## config.mk

```make
export PLATFORM = sky130hd
export DESIGN_NAME = cs_channel
export DESIGN_NICKNAME = d
export VERILOG_FILES = /design/src/rtl/cs_pkg.sv /design/src/rtl/cs_regs.sv /design/src/rtl/cs_match.sv /design/src/rtl/cs_term.sv /design/src/rtl/cs_channel.sv
export SDC_FILE = /design/constraint.sdc
export NUM_CORES = 1
export LEC_CHECK = 0
export ABC_CLOCK_PERIOD_IN_PS = 1900
export BUFFER_PORTS_ARGS = -buffer_cell sky130_fd_sc_hd__buf_2
export CORE_UTILIZATION = 56
export DETAILED_ROUTE_END_ITERATION = 6
export PLACE_DENSITY = 0.81
export REMOVE_ABC_BUFFERS = 1
export SYNTH_ARGS = -nofsm -noshare
export SYNTH_HDL_FRONTEND = slang
export SYNTH_HIERARCHICAL = 1
export SYNTH_SLANG_ARGS = --single-unit
```

## constraint.sdc

```tcl
create_clock -name clk_i -period 1.9 [get_ports clk_i]
set_input_delay 0 -clock clk_i [delete_from_list [all_inputs] [get_ports clk_i]]
set_output_delay 0 -clock clk_i [all_outputs]
set_load 0.1 [all_outputs]
```

## src/rtl/cs_pkg.sv

```systemverilog
package cs_pkg;
  localparam int ADDR_W  = 24;
  localparam int BLK_LSB = 11;
  localparam int BASE_W  = ADDR_W - BLK_LSB;
  localparam int BLK_W   = 3;
  localparam int REG_W   = BASE_W + BLK_W;
  localparam int FC_W    = 3;
  localparam int WAIT_W  = 4;

  typedef enum logic [1:0] {
    SEL_BASE = 2'd0,
    SEL_OPT  = 2'd1,
    SEL_PIN  = 2'd2,
    SEL_NONE = 2'd3
  } reg_sel_e;

  typedef struct packed {
    logic [BASE_W-1:0] addr;
    logic [BLK_W-1:0]  blk;
  } base_t;

  typedef struct packed {
    logic [WAIT_W-1:0] dsack;
    logic              avec;
    logic [2:0]        ipl;
    logic [1:0]        space;
    logic [1:0]        rw;
    logic [1:0]        lane;
    logic              strb_ds;
    logic              sync;
  } opt_t;

  typedef struct packed {
    base_t      base;
    opt_t       opt;
    logic [1:0] pin;
  } cfg_t;

  // number of base-field bits left out of the compare for a block code
  function automatic logic [3:0] blk_mask_bits(logic [BLK_W-1:0] code);
    case (code)
      3'd0:    return 4'd0;
      3'd1:    return 4'd2;
      3'd2:    return 4'd3;
      3'd3:    return 4'd5;
      3'd4:    return 4'd6;
      3'd5:    return 4'd7;
      3'd6:    return 4'd8;
      default: return 4'd9;
    endcase
  endfunction
endpackage

```

## src/rtl/cs_regs.sv

```systemverilog
module cs_regs
  import cs_pkg::*;
(
  input  logic             clk_i,
  input  logic             rst_ni,
  input  logic             we_i,
  input  logic [1:0]       sel_i,
  input  logic [REG_W-1:0] wdata_i,
  input  logic             as_n_i,
  output cfg_t             act_o
);
  cfg_t stage_q, act_q;

  always_ff @(posedge clk_i or negedge rst_ni) begin
    if (!rst_ni) begin
      stage_q <= '0;
      act_q   <= '0;
    end else begin
      if (we_i) begin
        case (reg_sel_e'(sel_i))
          SEL_BASE: stage_q.base <= base_t'(wdata_i);
          SEL_OPT:  stage_q.opt  <= opt_t'(wdata_i);
          SEL_PIN:  stage_q.pin  <= wdata_i[1:0];
          default:  ;
        endcase
      end
      // staged values go live only between bus cycles
      if (as_n_i) act_q <= stage_q;
    end
  end

  assign act_o = act_q;


  cfg_hold_chk: assert property (@(posedge clk_i) disable iff (!rst_ni)
    !as_n_i |=> $stable(act_q));
endmodule

```

## src/rtl/cs_match.sv

```systemverilog
module cs_match
  import cs_pkg::*;
(
  input  base_t             base_i,
  input  logic [1:0]        space_i,
  input  logic [1:0]        rw_en_i,
  input  logic [1:0]        lane_en_i,
  input  logic [2:0]        ipl_i,
  input  logic [1:0]        pin_i,
  input  logic [FC_W-1:0]   fc_i,
  input  logic [ADDR_W-1:0] addr_i,
  input  logic              rw_i,
  input  logic [1:0]        siz_i,
  output logic              hit_o,
  output logic              iack_o
);
  logic              space_hit, rw_hit, lane_hit, addr_hit, ipl_hit, cpu_sel;
  logic              upper_act, lower_act, data_fc;
  logic [BASE_W-1:0] keep_mask;

  always_comb begin
    data_fc = fc_i[1] ^ fc_i[0];
    case (space_i)
      2'b00:   space_hit = (fc_i == 3'd7);
      2'b01:   space_hit = !fc_i[2] && data_fc;
      2'b10:   space_hit = fc_i[2] && data_fc;
      default: space_hit = data_fc;
    endcase
    cpu_sel = (space_i == 2'b00);
    iack_o  = (fc_i == 3'd7) && (&addr_i[19:4]);
    ipl_hit = (ipl_i == 3'd0) || (ipl_i == addr_i[3:1]);

    keep_mask = {BASE_W{1'b1}} << blk_mask_bits(base_i.blk);
    addr_hit  = ((addr_i[ADDR_W-1:BLK_LSB] ^ base_i.addr) & keep_mask) == '0;

    rw_hit = rw_i ? rw_en_i[0] : rw_en_i[1];

    upper_act = !addr_i[0];
    lower_act = addr_i[0] || (siz_i != 2'b01);
    lane_hit  = pin_i[0] ? ((lane_en_i[1] && upper_act) || (lane_en_i[0] && lower_act))
                         : 1'b1;

    hit_o = pin_i[1] && space_hit && rw_hit && lane_hit &&
            (cpu_sel ? (iack_o && ipl_hit) : addr_hit);
  end
endmodule

```

## src/rtl/cs_term.sv

```systemverilog
module cs_term
  import cs_pkg::*;
#(
  parameter int CNT_W = WAIT_W
) (
  input  logic             clk_i,
  input  logic             rst_ni,
  input  logic             hit_i,
  input  logic             iack_i,
  input  logic             as_n_i,
  input  logic             ds_n_i,
  input  logic             eclk_i,
  input  logic             sync_i,
  input  logic             strb_ds_i,
  input  logic             avec_en_i,
  input  logic             port16_i,
  input  logic [CNT_W-1:0] dsack_sel_i,
  output logic             cs_n_o,
  output logic [1:0]       dsack_n_o,
  output logic             avec_n_o
);
  localparam logic [CNT_W-1:0] SEL_EXT  = '1;
  localparam logic [CNT_W-1:0] SEL_FAST = SEL_EXT - 1'b1;
  localparam logic [CNT_W-1:0] CNT_MAX  = '1;

  logic             eclk_q, sync_q;
  logic [CNT_W-1:0] cnt_q;
  logic             strobe_ok, cs_on, av_on, wait_done, dsk_on;

  always_ff @(posedge clk_i or negedge rst_ni) begin
    if (!rst_ni) begin
      eclk_q <= 1'b0;
      sync_q <= 1'b0;
      cnt_q  <= '0;
    end else begin
      eclk_q <= eclk_i;
      if (as_n_i) begin
        sync_q <= 1'b0;
        cnt_q  <= '0;
      end else begin
        if (hit_i && sync_i && eclk_i && !eclk_q) sync_q <= 1'b1;
        if (cnt_q != CNT_MAX) cnt_q <= cnt_q + 1'b1;
      end
    end
  end

  always_comb begin
    strobe_ok = !as_n_i && (!strb_ds_i || !ds_n_i);
    cs_on     = hit_i && (sync_i ? (sync_q && !as_n_i) : strobe_ok);
    av_on     = cs_on && iack_i && avec_en_i;
    wait_done = (dsack_sel_i == SEL_FAST) ||
                ((dsack_sel_i != SEL_EXT) && (cnt_q > dsack_sel_i));
    dsk_on    = cs_on && !sync_i && !av_on && wait_done;
  end

  assign cs_n_o    = !cs_on;
  assign avec_n_o  = !av_on;
  assign dsack_n_o = dsk_on ? (port16_i ? 2'b01 : 2'b10) : 2'b11;


  dsack_lane_chk: assert property (@(posedge clk_i) disable iff (!rst_ni)
    dsack_n_o != 2'b00);

  dsack_with_cs_chk: assert property (@(posedge clk_i) disable iff (!rst_ni)
    (dsack_n_o != 2'b11) |-> !cs_n_o);

  avec_excl_chk: assert property (@(posedge clk_i) disable iff (!rst_ni)
    !avec_n_o |-> (dsack_n_o == 2'b11) && !cs_n_o);

  sync_late_chk: assert property (@(posedge clk_i) disable iff (!rst_ni)
    (sync_i && !as_n_i && $past(as_n_i)) |-> cs_n_o);
endmodule

```

## src/rtl/cs_channel.sv

```systemverilog
module cs_channel
  import cs_pkg::*;
(
  input  logic                clk_i,
  input  logic                rst_ni,
  input  logic                reg_we_i,
  input  logic [1:0]          reg_sel_i,
  input  logic [REG_W-1:0]    reg_wdata_i,
  input  logic                as_n_i,
  input  logic                ds_n_i,
  input  logic                eclk_i,
  input  logic                rw_i,
  input  logic [FC_W-1:0]     fc_i,
  input  logic [ADDR_W-1:0]   addr_i,
  input  logic [1:0]          siz_i,
  output logic                cs_n_o,
  output logic [1:0]          dsack_n_o,
  output logic                avec_n_o
);
  cfg_t act;
  logic hit, iack;

  cs_regs u_regs (
    .clk_i   (clk_i),
    .rst_ni  (rst_ni),
    .we_i    (reg_we_i),
    .sel_i   (reg_sel_i),
    .wdata_i (reg_wdata_i),
    .as_n_i  (as_n_i),
    .act_o   (act)
  );

  cs_match u_match (
    .base_i    (act.base),
    .space_i   (act.opt.space),
    .rw_en_i   (act.opt.rw),
    .lane_en_i (act.opt.lane),
    .ipl_i     (act.opt.ipl),
    .pin_i     (act.pin),
    .fc_i      (fc_i),
    .addr_i    (addr_i),
    .rw_i      (rw_i),
    .siz_i     (siz_i),
    .hit_o     (hit),
    .iack_o    (iack)
  );

  cs_term #(.CNT_W(WAIT_W)) u_term (
    .clk_i       (clk_i),
    .rst_ni      (rst_ni),
    .hit_i       (hit),
    .iack_i      (iack),
    .as_n_i      (as_n_i),
    .ds_n_i      (ds_n_i),
    .eclk_i      (eclk_i),
    .sync_i      (act.opt.sync),
    .strb_ds_i   (act.opt.strb_ds),
    .avec_en_i   (act.opt.avec),
    .port16_i    (act.pin[0]),
    .dsack_sel_i (act.opt.dsack),
    .cs_n_o      (cs_n_o),
    .dsack_n_o   (dsack_n_o),
    .avec_n_o    (avec_n_o)
  );


  cs_needs_as_chk: assert property (@(posedge clk_i) disable iff (!rst_ni)
    !cs_n_o |-> !as_n_i);

  off_quiet_chk: assert property (@(posedge clk_i) disable iff (!rst_ni)
    !act.pin[1] |-> cs_n_o && avec_n_o && (dsack_n_o == 2'b11));
endmodule

```

==> impl_metrics.env, run 1 <==
export IMPL_grt_pass1_vias=2270
export IMPL_cts_tree="yes"
export IMPL_num_vias=2321
export IMPL_fin_nets=410
export IMPL_peakVddDrop_mv=0.756
export IMPL_finalSetupViolCount=4
export IMPL_syn_cell_area_um2=3430
export IMPL_die_h_um=80.2
export IMPL_grt_overflow=0
export IMPL_cap_violations=0
export IMPL_synthArstFlopShare_pct=100
export IMPL_clock_path_buffers=2
export IMPL_stdcell_area_um2=4450
export IMPL_power_mw=4.44
export IMPL_numPortBuffers=57
export IMPL_period_share_pct=126
export IMPL_status="finished, violations left"
export IMPL_drive_above_1_share_pct=48.9
export IMPL_antenna_found_initial=0
export IMPL_drc_errors=0
export IMPL_relSlewSlack_pct=60.5
export IMPL_finalMaxSlewViolations=0
export IMPL_path_class="flip-flop to primary output"
export IMPL_crit_family="compound AO/OA/AOI/OAI gates"
export IMPL_critPathMaxFanout=5
export IMPL_h_tree_depth=3
export IMPL_dieArea_um2=6430
export IMPL_yosysWarnings=6
export IMPL_ioPinCount=58
export IMPL_final_util_pct=75.1
export IMPL_placed_cell_area_um2=3920
export IMPL_rsz0062_at_grt="yes"
export IMPL_synth_ff_type="dfrtp_1"
export IMPL_avgSynthCellArea_um2=13.4
export IMPL_hold_violations=0
export IMPL_dp_hpwl_um=4600
export IMPL_via_per_inst=5.44
export IMPL_die_w_um=80.2
export IMPL_worst_slack_ps=-503
export IMPL_tightest_slew_ps=593
export IMPL_critPathCaptureType="primary output"
export IMPL_worstSkewPairLatency_ps=340
export IMPL_synth_seq_cells=74
export IMPL_synth_edf_count=0
export IMPL_track_usage_pct=23.9
export IMPL_cp_cell_sequence="and2_4 > a21oi_4 > nor4b_4 > o311ai_2 > a21oi_2 > nor2b_1 > o21ai_1 > inv_1 > nand4_1 > buf_12"
export IMPL_power_density_nw_per_um2=997
export IMPL_rows=28
export IMPL_n_antenna_cell=0
export IMPL_worst_ep_arrival_time_ps=2400
export IMPL_areaGrowthSynthToFinish_pct=29.9
export IMPL_clk_pin_slew_worst_paths_ps=70
export IMPL_r2r_setup_slack_ps=80
export IMPL_worst_path_max_delay_cell="dfrtp_2"
export IMPL_required_ps=1900
export IMPL_drtAntennaViolNets=0
export IMPL_min_delay_path_class="primary input to flip-flop"
export IMPL_start_util_pct=57.9
export IMPL_root_buffer="clkbuf_8"
export IMPL_violations="negative setup slack"
export IMPL_cpPeakStageDelay_ps=450
export IMPL_drtIter0Drc=94
export IMPL_leakage_nw=1.99
export IMPL_ys_types=45
export IMPL_gp_congestion=0.784
export IMPL_core_area_um2=5920
export IMPL_fmax_mhz=416
export IMPL_avgRoutedWirePerCell_um=16.2
export IMPL_grt_pass1_wl_um=11000
export IMPL_fin_crit_ps=2400
export IMPL_clkSinkCount=74
export IMPL_firstDrtPassIters=4
export IMPL_numCtsBuffers=9
export IMPL_wl_um=6910
export IMPL_grt_max_degree=50
export IMPL_crit_buf_inv=2
export IMPL_critPathLaunchType="flip-flop"
export IMPL_syn_inst=256
export IMPL_clock_skew_ps=4.39
export IMPL_synth_seq_area_share_pct=54.1
[timing repair]
action	in CTS	in global routing
endpoints found under the setup margin	4	4
gates resized for setup	8	11
endpoints found under the hold margin	61	0
pin swaps	7	7
hold buffers	18	0
buffers inserted	3	1
[registers in the layout, summed over array words and instances (netlist names)]
signal / flops
u_regs/act_o: 34
u_term/cnt_q: 4
u_regs/stage_q: 34
u_term/sync_q: 1
u_term/eclk_q: 1
[worst reg2reg max path, cell delays in order (launching register included)]
cell	delay, ps
dfrtp_2	450
and2_4	190
a21oi_4	140
nor4b_4	70
o311ai_2	370
a21oi_2	130
buf_4	150
a41oi_2	130
nor2_1	60
[cell usage after synthesis, types with 3 or more instances]
master    n  share of area [%]
dfrtp_1  74                 54
mux2_2   69                 23
xnor2_1  12                3.1
inv_1    10                1.1
nor2_1   10                1.1
ha_1      9                3.3
a21oi_1   7                1.0
nand4_1   7                1.3
nand3_1   6               0.88
and2_1    3               0.55
buf_2     3               0.44
nor3_1    3               0.44
xor2_1    3               0.77
[cell families (layout without fill, tap and decap cells)]
kind of cell / count (synthesis) / count (layout) / share of synthesized area [%]
flip-flops: 74 / 74 / 54.1
XOR/XNOR: 15 / 15 / 3.84
buffers and inverters: 16 / 112 / 2.19
adder cells (fa/ha/maj): 9 / 9 / 3.29
multiplexers: 70 / 70 / 23.0
AO/OA/AOI/OAI: 25 / 25 / 4.78
AND/OR/NAND/NOR: 47 / 47 / 8.88
[path summary, 6_finish.rpt]
kind	from	end	cells after the start
max in group asynchronous	rst_ni	u_regs/act_o[12]$_DFFE_PN0P_	3
min in group asynchronous	rst_ni	u_regs/act_o[28]$_DFFE_PN0P_	2
worst max register to register	u_regs/act_o[12]$_DFFE_PN0P_	u_term/sync_q$_DFFE_PN0P_	8
worst min-delay path	as_n_i	u_term/cnt_q[1]$_DFFE_PN0P_	2
worst max-delay path	u_regs/act_o[12]$_DFFE_PN0P_	dsack_n_o[1]	10
worst min register to register	u_regs/stage_q[31]$_DFFE_PN0P_	u_regs/act_o[31]$_DFFE_PN0P_	1
[power by group]
group	internal, mW	switching [mW]	leakage [nW]
Sequential	1.89	0.236	0.883
Combinational	0.531	0.378	0.985
Clock	0.844	0.553	0.119
[metal layers]
metal | routed length (um) | global-route usage, % | vias to the layer above
met5 | 0 | 0 | -
met1 | 2990 | 29.3 | 1156
met3 | 199 | 7.05 | 10
met4 | 152 | 10.4 | 0
li1 | - | - | 1109
met2 | 3560 | 39.3 | 46
[cell type report]
class / count / area (um2)
Sequential cell: 74 / 1850
Tap cell: 75 / 93.8
Fill cell: 374 / 1470
Inverter: 10 / 37.5
Clock buffer: 12 / 165
Clock inverter: 4 / 72.6
Multi-Input combinational cell: 166 / 1590
Timing Repair Buffer: 86 / 633
[per-stage QoR]
step | hold slack [ps] | setup WS [ps] | cells | TNS [ps]
after global placement | 27.2 | -105 | 391 | -288
after detailed placement | 34.9 | -141 | 391 | -384
final | 72.6 | -503 | 427 | -1880
after CTS | 68.0 | -418 | 428 | -1610
after global routing | 83.8 | -599 | 427 | -2220
after floorplan | -296 | -1340 | 250 | -4170
[placed cells by master (no fill, tap or decap), types with 2 or more instances in the layout]
cell type and instances:
a21oi_1 5, a31oi_1 2, and2_1 2, buf_12 6, buf_2 53, buf_4 9
bufinv_16 2, clkbuf_8 12, dfrtp_1 73, dlygate4sd3_1 18, ha_1 8, inv_1 9
mux2_2 69, nand2_1 2, nand2b_1 2, nand3_1 6, nand4_1 7, nor2_1 9
nor2b_1 2, nor3_1 3, nor4_4 2, o21ai_1 3, o22ai_1 2, xnor2_1 12
xor2_1 3
No activity file was read; power rests on OpenSTA's default activity.
==> run 2, diff against run 1 <==
--- a/config.mk
+++ b/config.mk
@@ -7,9 +7,9 @@
 export LEC_CHECK = 0
 export ABC_CLOCK_PERIOD_IN_PS = 1900
 export BUFFER_PORTS_ARGS = -buffer_cell sky130_fd_sc_hd__buf_2
-export CORE_UTILIZATION = 56
+export CORE_UTILIZATION = 55
 export DETAILED_ROUTE_END_ITERATION = 6
-export PLACE_DENSITY = 0.81
+export PLACE_DENSITY = 0.79
 export REMOVE_ABC_BUFFERS = 1
 export SYNTH_ARGS = -nofsm -noshare
 export SYNTH_HDL_FRONTEND = slang
==> run 2 against run 1 <==
  * The run still ends with negative setup slack left
  * Hold slack got worse by 7.3 ps
  * Sequential power barely moved
  * Global-route usage fell by 0.96 points
  * Combinational power fell by 3.4%
  * Flip-flop and latch count is the same
  * Sequential share of layout area up 0.56 points
  * Final area is 1.3% lower
  * Clock power fell by 13%
  * Final cell count is the same
  * Largest cell class unchanged
==> impl_metrics.env, run 2 (same netlist as run 1, synthesis figures left out) <==
export IMPL_core_area_um2=5960
export IMPL_grt_max_degree=75
export IMPL_clock_skew_ps=5.67
export IMPL_areaGrowthSynthToFinish_pct=28.2
export IMPL_critPathLaunchType="flip-flop"
export IMPL_antenna_found_initial=0
export IMPL_power_density_nw_per_um2=961
export IMPL_tightest_slew_ps=516
export IMPL_firstDrtPassIters=4
export IMPL_track_usage_pct=23.0
export IMPL_fin_cells=427
export IMPL_finalSetupViolCount=4
export IMPL_numPlacedInstances=391
export IMPL_hold_path_depth=2
export IMPL_critPathCaptureType="primary output"
export IMPL_dieArea_um2=6550
export IMPL_fin_crit_ps=2300
export IMPL_numPortBuffers=57
export IMPL_critPathMaxFanout=4
export IMPL_clkSinkCount=74
export IMPL_r2r_cells=7
export IMPL_power_mw=4.22
export IMPL_r2r_setup_slack_ps=300
export IMPL_rows=28
export IMPL_cap_violations=0
export IMPL_violations="negative setup slack"
export IMPL_rsz0062_at_grt="yes"
export IMPL_min_delay_path_class="primary input to flip-flop"
export IMPL_gp_congestion=0.803
export IMPL_die_h_um=80.9
export IMPL_die_w_um=80.9
export IMPL_period_share_pct=121
export IMPL_final_cell_mix="dfrtp_1 (73), mux2_2 (69), buf_2 (53)"
export IMPL_avgRoutedWirePerCell_um=15.7
export IMPL_worstSkewPairLatency_ps=340
export IMPL_final_common_cell="dfrtp_1"
export IMPL_hold_violations=0
export IMPL_numCtsBuffers=9
export IMPL_via_per_inst=5.47
export IMPL_start_util_pct=57.5
export IMPL_finalMaxSlewViolations=0
export IMPL_relSlewSlack_pct=65.4
export IMPL_worst_slack_ps=-403
export IMPL_fmax_mhz=434
export IMPL_n_antenna_cell=0
export IMPL_path_class="flip-flop to primary output"
export IMPL_peakVddDrop_mv=0.588
export IMPL_tns_ps=-1430
export IMPL_drtAntennaViolNets=0
export IMPL_drtIter0Drc=96
export IMPL_grt_pass1_wl_um=11000
export IMPL_drc_errors=0
export IMPL_num_vias=2334
export IMPL_ioPinCount=58
export IMPL_clock_path_buffers=2
export IMPL_worst_ep_arrival_time_ps=2300
export IMPL_grt_overflow=0
export IMPL_nFillCells=422
export IMPL_grt_pass1_vias=2362
export IMPL_leakage_nw=1.97
export IMPL_dp_hpwl_um=4570
export IMPL_cts_tree="yes"
export IMPL_wl_um=6690
export IMPL_h_tree_depth=3
export IMPL_dp_slack_ps=-134
export IMPL_fin_nets=410
export IMPL_required_ps=1900
export IMPL_drive_above_1_share_pct=47.7
export IMPL_root_buffer="clkbuf_8"
export IMPL_clk_pin_slew_worst_paths_ps=80
export IMPL_status="finished, violations left"
==> run 2: timing repair <==
action,4_1_cts,5_1_grt
buffers inserted,1,1
hold endpoints to repair,110,0
hold buffers,18,0
endpoints found under the setup margin,4,4
pin swaps,8,9
gates resized for setup,11,4
==> run 2: area by class of cell <==
type,instances,area [um2],share of cell area [%]
clock buffer,14,163,3.70
timing repair buffer,86,633,14.4
clock inverter,2,35.0,0.798
multi-input combinational,166,1580,35.9
inverter,10,37.5,0.855
sequential,74,1850,42.2
tap,75,93.8,2.14
==> run 2: final timing paths <==
| check | endpoint | startpoint |
|---|---|---|
| min in group asynchronous | u_regs/act_o[12]$_DFFE_PN0P_ | rst_ni |
| min | u_regs/act_o[12]$_DFFE_PN0P_ | as_n_i |
| max reg2reg | u_term/sync_q$_DFFE_PN0P_ | u_regs/act_o[12]$_DFFE_PN0P_ |
| min reg2reg | u_term/sync_q$_DFFE_PN0P_ | u_term/sync_q$_DFFE_PN0P_ |
| max in group asynchronous | u_regs/stage_q[32]$_DFFE_PN0P_ | rst_ni |
| max | dsack_n_o[1] | u_regs/act_o[12]$_DFFE_PN0P_ |
==> run 2: metrics by stage <==
stage | area (um2) | hold WS (ps) | util (%)
after floorplan | 3390 | -296 | -
after global placement | 3920 | 56.9 | 65.8
after detailed placement | 3920 | 56.5 | 65.8
after CTS | 4370 | 66.5 | 73.3
after global routing | 4390 | 78.0 | 73.7
final | 4390 | 65.3 | 73.7
==> run 2: worst max-delay path, cell delays in order (launching register included) <==
cell      delay, ps
dfrtp_2         420
and2_4          180
a21oi_2          70
nor4b_4         300
o311ai_4        130
a21oi_2         190
nor2b_1         140
o21ai_1          80
inv_1           100
nand4_1         150
buf_12          210
==> run 2: where the power goes <==
part / switching (mW) / internal, mW
Clock: 0.539 / 0.679
Combinational: 0.353 / 0.525
Sequential: 0.233 / 1.89
Total: 1.12 / 3.10
==> run 2: per-layer routing <==
metal  routed length [um]  vias up  global-route usage [%]
li1                     -     1110                       -
met1                 2900     1178                    28.2
met2                 3540       38                    39.9
met3                  143        8                    3.37
met4                  105        0                    10.7
met5                    0        -                       0
==> run 3, diff against run 2 <==
--- a/config.mk
+++ b/config.mk
@@ -6,10 +6,10 @@
 export NUM_CORES = 1
 export LEC_CHECK = 0
 export ABC_CLOCK_PERIOD_IN_PS = 1900
-export BUFFER_PORTS_ARGS = -buffer_cell sky130_fd_sc_hd__buf_2
 export CORE_UTILIZATION = 55
 export DETAILED_ROUTE_END_ITERATION = 6
-export PLACE_DENSITY = 0.79
+export DONT_BUFFER_PORTS = 1
+export PLACE_DENSITY = 0.71
 export REMOVE_ABC_BUFFERS = 1
 export SYNTH_ARGS = -nofsm -noshare
 export SYNTH_HDL_FRONTEND = slang
==> run 3 against run 2 <==
  * The flow still finishes with violations (negative setup slack)
  * Flip-flop and latch count unchanged
  * Sequential power about the same
  * First-iteration DRC count is the same
  * Non-clock buffer count down 43
  * Setup slack got worse by 64 ps
  * Fmax shrank 2.7%
  * Die area unchanged
  * Critical path depth unchanged
  * Combinational power grew 2.3%
  * Final cell count down 10%
==> impl_metrics.env, run 3 (same netlist as run 1, synthesis figures left out) <==
export IMPL_power_mw=4.48
export IMPL_final_cell_mix="dfrtp_1 (73), mux2_2 (69), dlygate4sd3_1 (27)"
export IMPL_peakVddDrop_mv=0.796
export IMPL_fin_crit_ps=2370
export IMPL_clkSinkCount=74
export IMPL_worst_ep_arrival_time_ps=2370
export IMPL_dieArea_um2=6550
export IMPL_drive_above_1_share_pct=41.1
export IMPL_path_class="flip-flop to primary output"
export IMPL_worstSkewPairLatency_ps=330
export IMPL_critPathMaxFanout=6
export IMPL_rows=28
export IMPL_track_usage_pct=23.3
export IMPL_cts_tree="yes"
export IMPL_leakage_nw=1.82
export IMPL_numCtsBuffers=9
export IMPL_grt_overflow=0
export IMPL_power_density_nw_per_um2=1040
export IMPL_relSlewSlack_pct=65.6
export IMPL_drc_errors=0
export IMPL_grt_pass1_vias=2231
export IMPL_clock_skew_ps=8.56
export IMPL_period_share_pct=125
export IMPL_clock_path_buffers=2
export IMPL_grt_max_degree=75
export IMPL_finalMaxSlewViolations=0
export IMPL_firstDrtPassIters=4
export IMPL_dp_hpwl_um=4230
export IMPL_violations="negative setup slack"
export IMPL_worst_slack_ps=-468
export IMPL_root_buffer="clkbuf_8"
export IMPL_fmax_mhz=422
export IMPL_drtIter0Drc=96
export IMPL_numPortBuffers=0
export IMPL_finalSetupViolCount=4
export IMPL_min_delay_path_class="primary input to flip-flop"
export IMPL_n_antenna_cell=0
export IMPL_dp_slack_ps=-184
export IMPL_fin_nets=367
export IMPL_via_per_inst=5.71
export IMPL_cap_violations=0
export IMPL_gp_congestion=0.752
export IMPL_status="finished, violations left"
export IMPL_start_util_pct=57.5
export IMPL_die_w_um=80.9
export IMPL_hold_violations=0
export IMPL_antenna_found_initial=0
export IMPL_drtAntennaViolNets=0
export IMPL_critPathLaunchType="flip-flop"
export IMPL_num_vias=2192
export IMPL_worst_path_max_delay_cell="dfrtp_1"
export IMPL_nFillCells=409
export IMPL_clk_pin_slew_worst_paths_ps=80
export IMPL_rsz0062_at_grt="yes"
export IMPL_wl_um=6870
export IMPL_cp_cell_sequence="nor4_2 > o21ai_0 > nor2_1 > o311ai_2 > a21oi_2 > nor2b_4 > o21ai_2 > inv_2 > nand4b_1 > buf_12"
export IMPL_avgRoutedWirePerCell_um=17.9
export IMPL_die_h_um=80.9
export IMPL_core_area_um2=5960
export IMPL_areaGrowthSynthToFinish_pct=25.9
export IMPL_ioPinCount=58
export IMPL_final_common_cell="dfrtp_1"
export IMPL_cpPeakStageDelay_ps=440
export IMPL_grt_pass1_wl_um=11000
export IMPL_h_tree_depth=3
export IMPL_required_ps=1900
export IMPL_critPathCaptureType="primary output"
export IMPL_tightest_slew_ps=513
==> run 3: cell types whose count changed in the layout (fill, tap and decap cells not counted), sizes merged <==
| cell | previous run | this run |
|---|---|---|
| clkinv | 1 | 0 |
| bufinv | 1 | 3 |
| buf | 68 | 16 |
| clkinvlp | 0 | 2 |
| dlygate4sd3 | 18 | 27 |
| clkbuf | 14 | 10 |
| inv | 10 | 11 |
==> run 3: metrics by stage <==
stage	instances	hold slack [ps]	instance area [um2]	utilization (%)	setup TNS (ps)
3_5_place_dp	337	-294	3610	60.7	-488
5_1_grt	384	88.4	4310	72.4	-2230
4_1_cts	384	71.8	4270	71.8	-1580
6_report	384	88.9	4310	72.4	-1680
3_3_place_gp	337	-294	3610	60.7	-249
2_1_floorplan	250	-296	3390	-	-4170
==> run 3: critical path, delay by kind of cell (launching register included) <==
| kind | cells | cell delay [ps] |
|---|---|---|
| AO/OA/AOI/OAI | 4 | 540 |
| flip-flops | 1 | 440 |
| AND/OR/NAND/NOR | 4 | 760 |
| buffers and inverters | 2 | 280 |
==> run 3: per-layer routing <==
layer / wire, um / share of wire (%) / GRT usage, % / vias to the layer above
met5: 0 / 0 / 0 / -
met1: 3040 / 44 / 28.9 / 1118
li1: - / - / - / 1027
met4: 132 / 1.9 / 12.7 / 0
met2: 3460 / 50 / 38.0 / 38
met3: 231 / 3.4 / 4.94 / 9
==> run 3: final cells by class <==
class,instances,area (um2),share of cell area [%]
sequential,74,1850,43.0
tap,75,93.8,2.18
timing repair buffer,43,473,11.0
inverter,10,37.5,0.871
clock inverter,6,114,2.64
clock buffer,10,128,2.96
multi-input combinational,166,1610,37.4
==> run 3: timing repair <==
| item | CTS | global route |
|---|---|---|
| hold endpoints to repair | 148 | 0 |
| cloned | 0 | 0 |
| resized for setup | 18 | 9 |
| setup endpoints to repair | 4 | 5 |
| setup buffers | 2 | 0 |
| hold buffers | 29 | 0 |
| pin swaps | 8 | 7 |
==> run 3: report_power, final <==
part           leakage, nW  switching, mW  internal, mW
Combinational        0.821          0.363         0.535
Clock                0.113          0.587         0.877
Sequential           0.883          0.229          1.89
Total                 1.82           1.18          3.30
==> run 3: final timing paths <==
path	startpoint	endpoint	slack (ps)	cells past startpoint
setup / recovery	u_regs/act_o[11]$_DFFE_PN0P_	dsack_n_o[0]	-470	10
max in group asynchronous	rst_ni	u_regs/act_o[9]$_DFFE_PN0P_	1380	2
hold reg to reg	u_regs/stage_q[8]$_DFFE_PN0P_	u_regs/act_o[8]$_DFFE_PN0P_	500	1
min in group asynchronous	rst_ni	u_term/cnt_q[3]$_DFFE_PN0P_	210	2
setup reg to reg	u_term/cnt_q[1]$_DFFE_PN0P_	u_term/cnt_q[1]$_DFFE_PN0P_	110	5
hold / removal	as_n_i	u_regs/act_o[13]$_DFFE_PN0P_	90	2
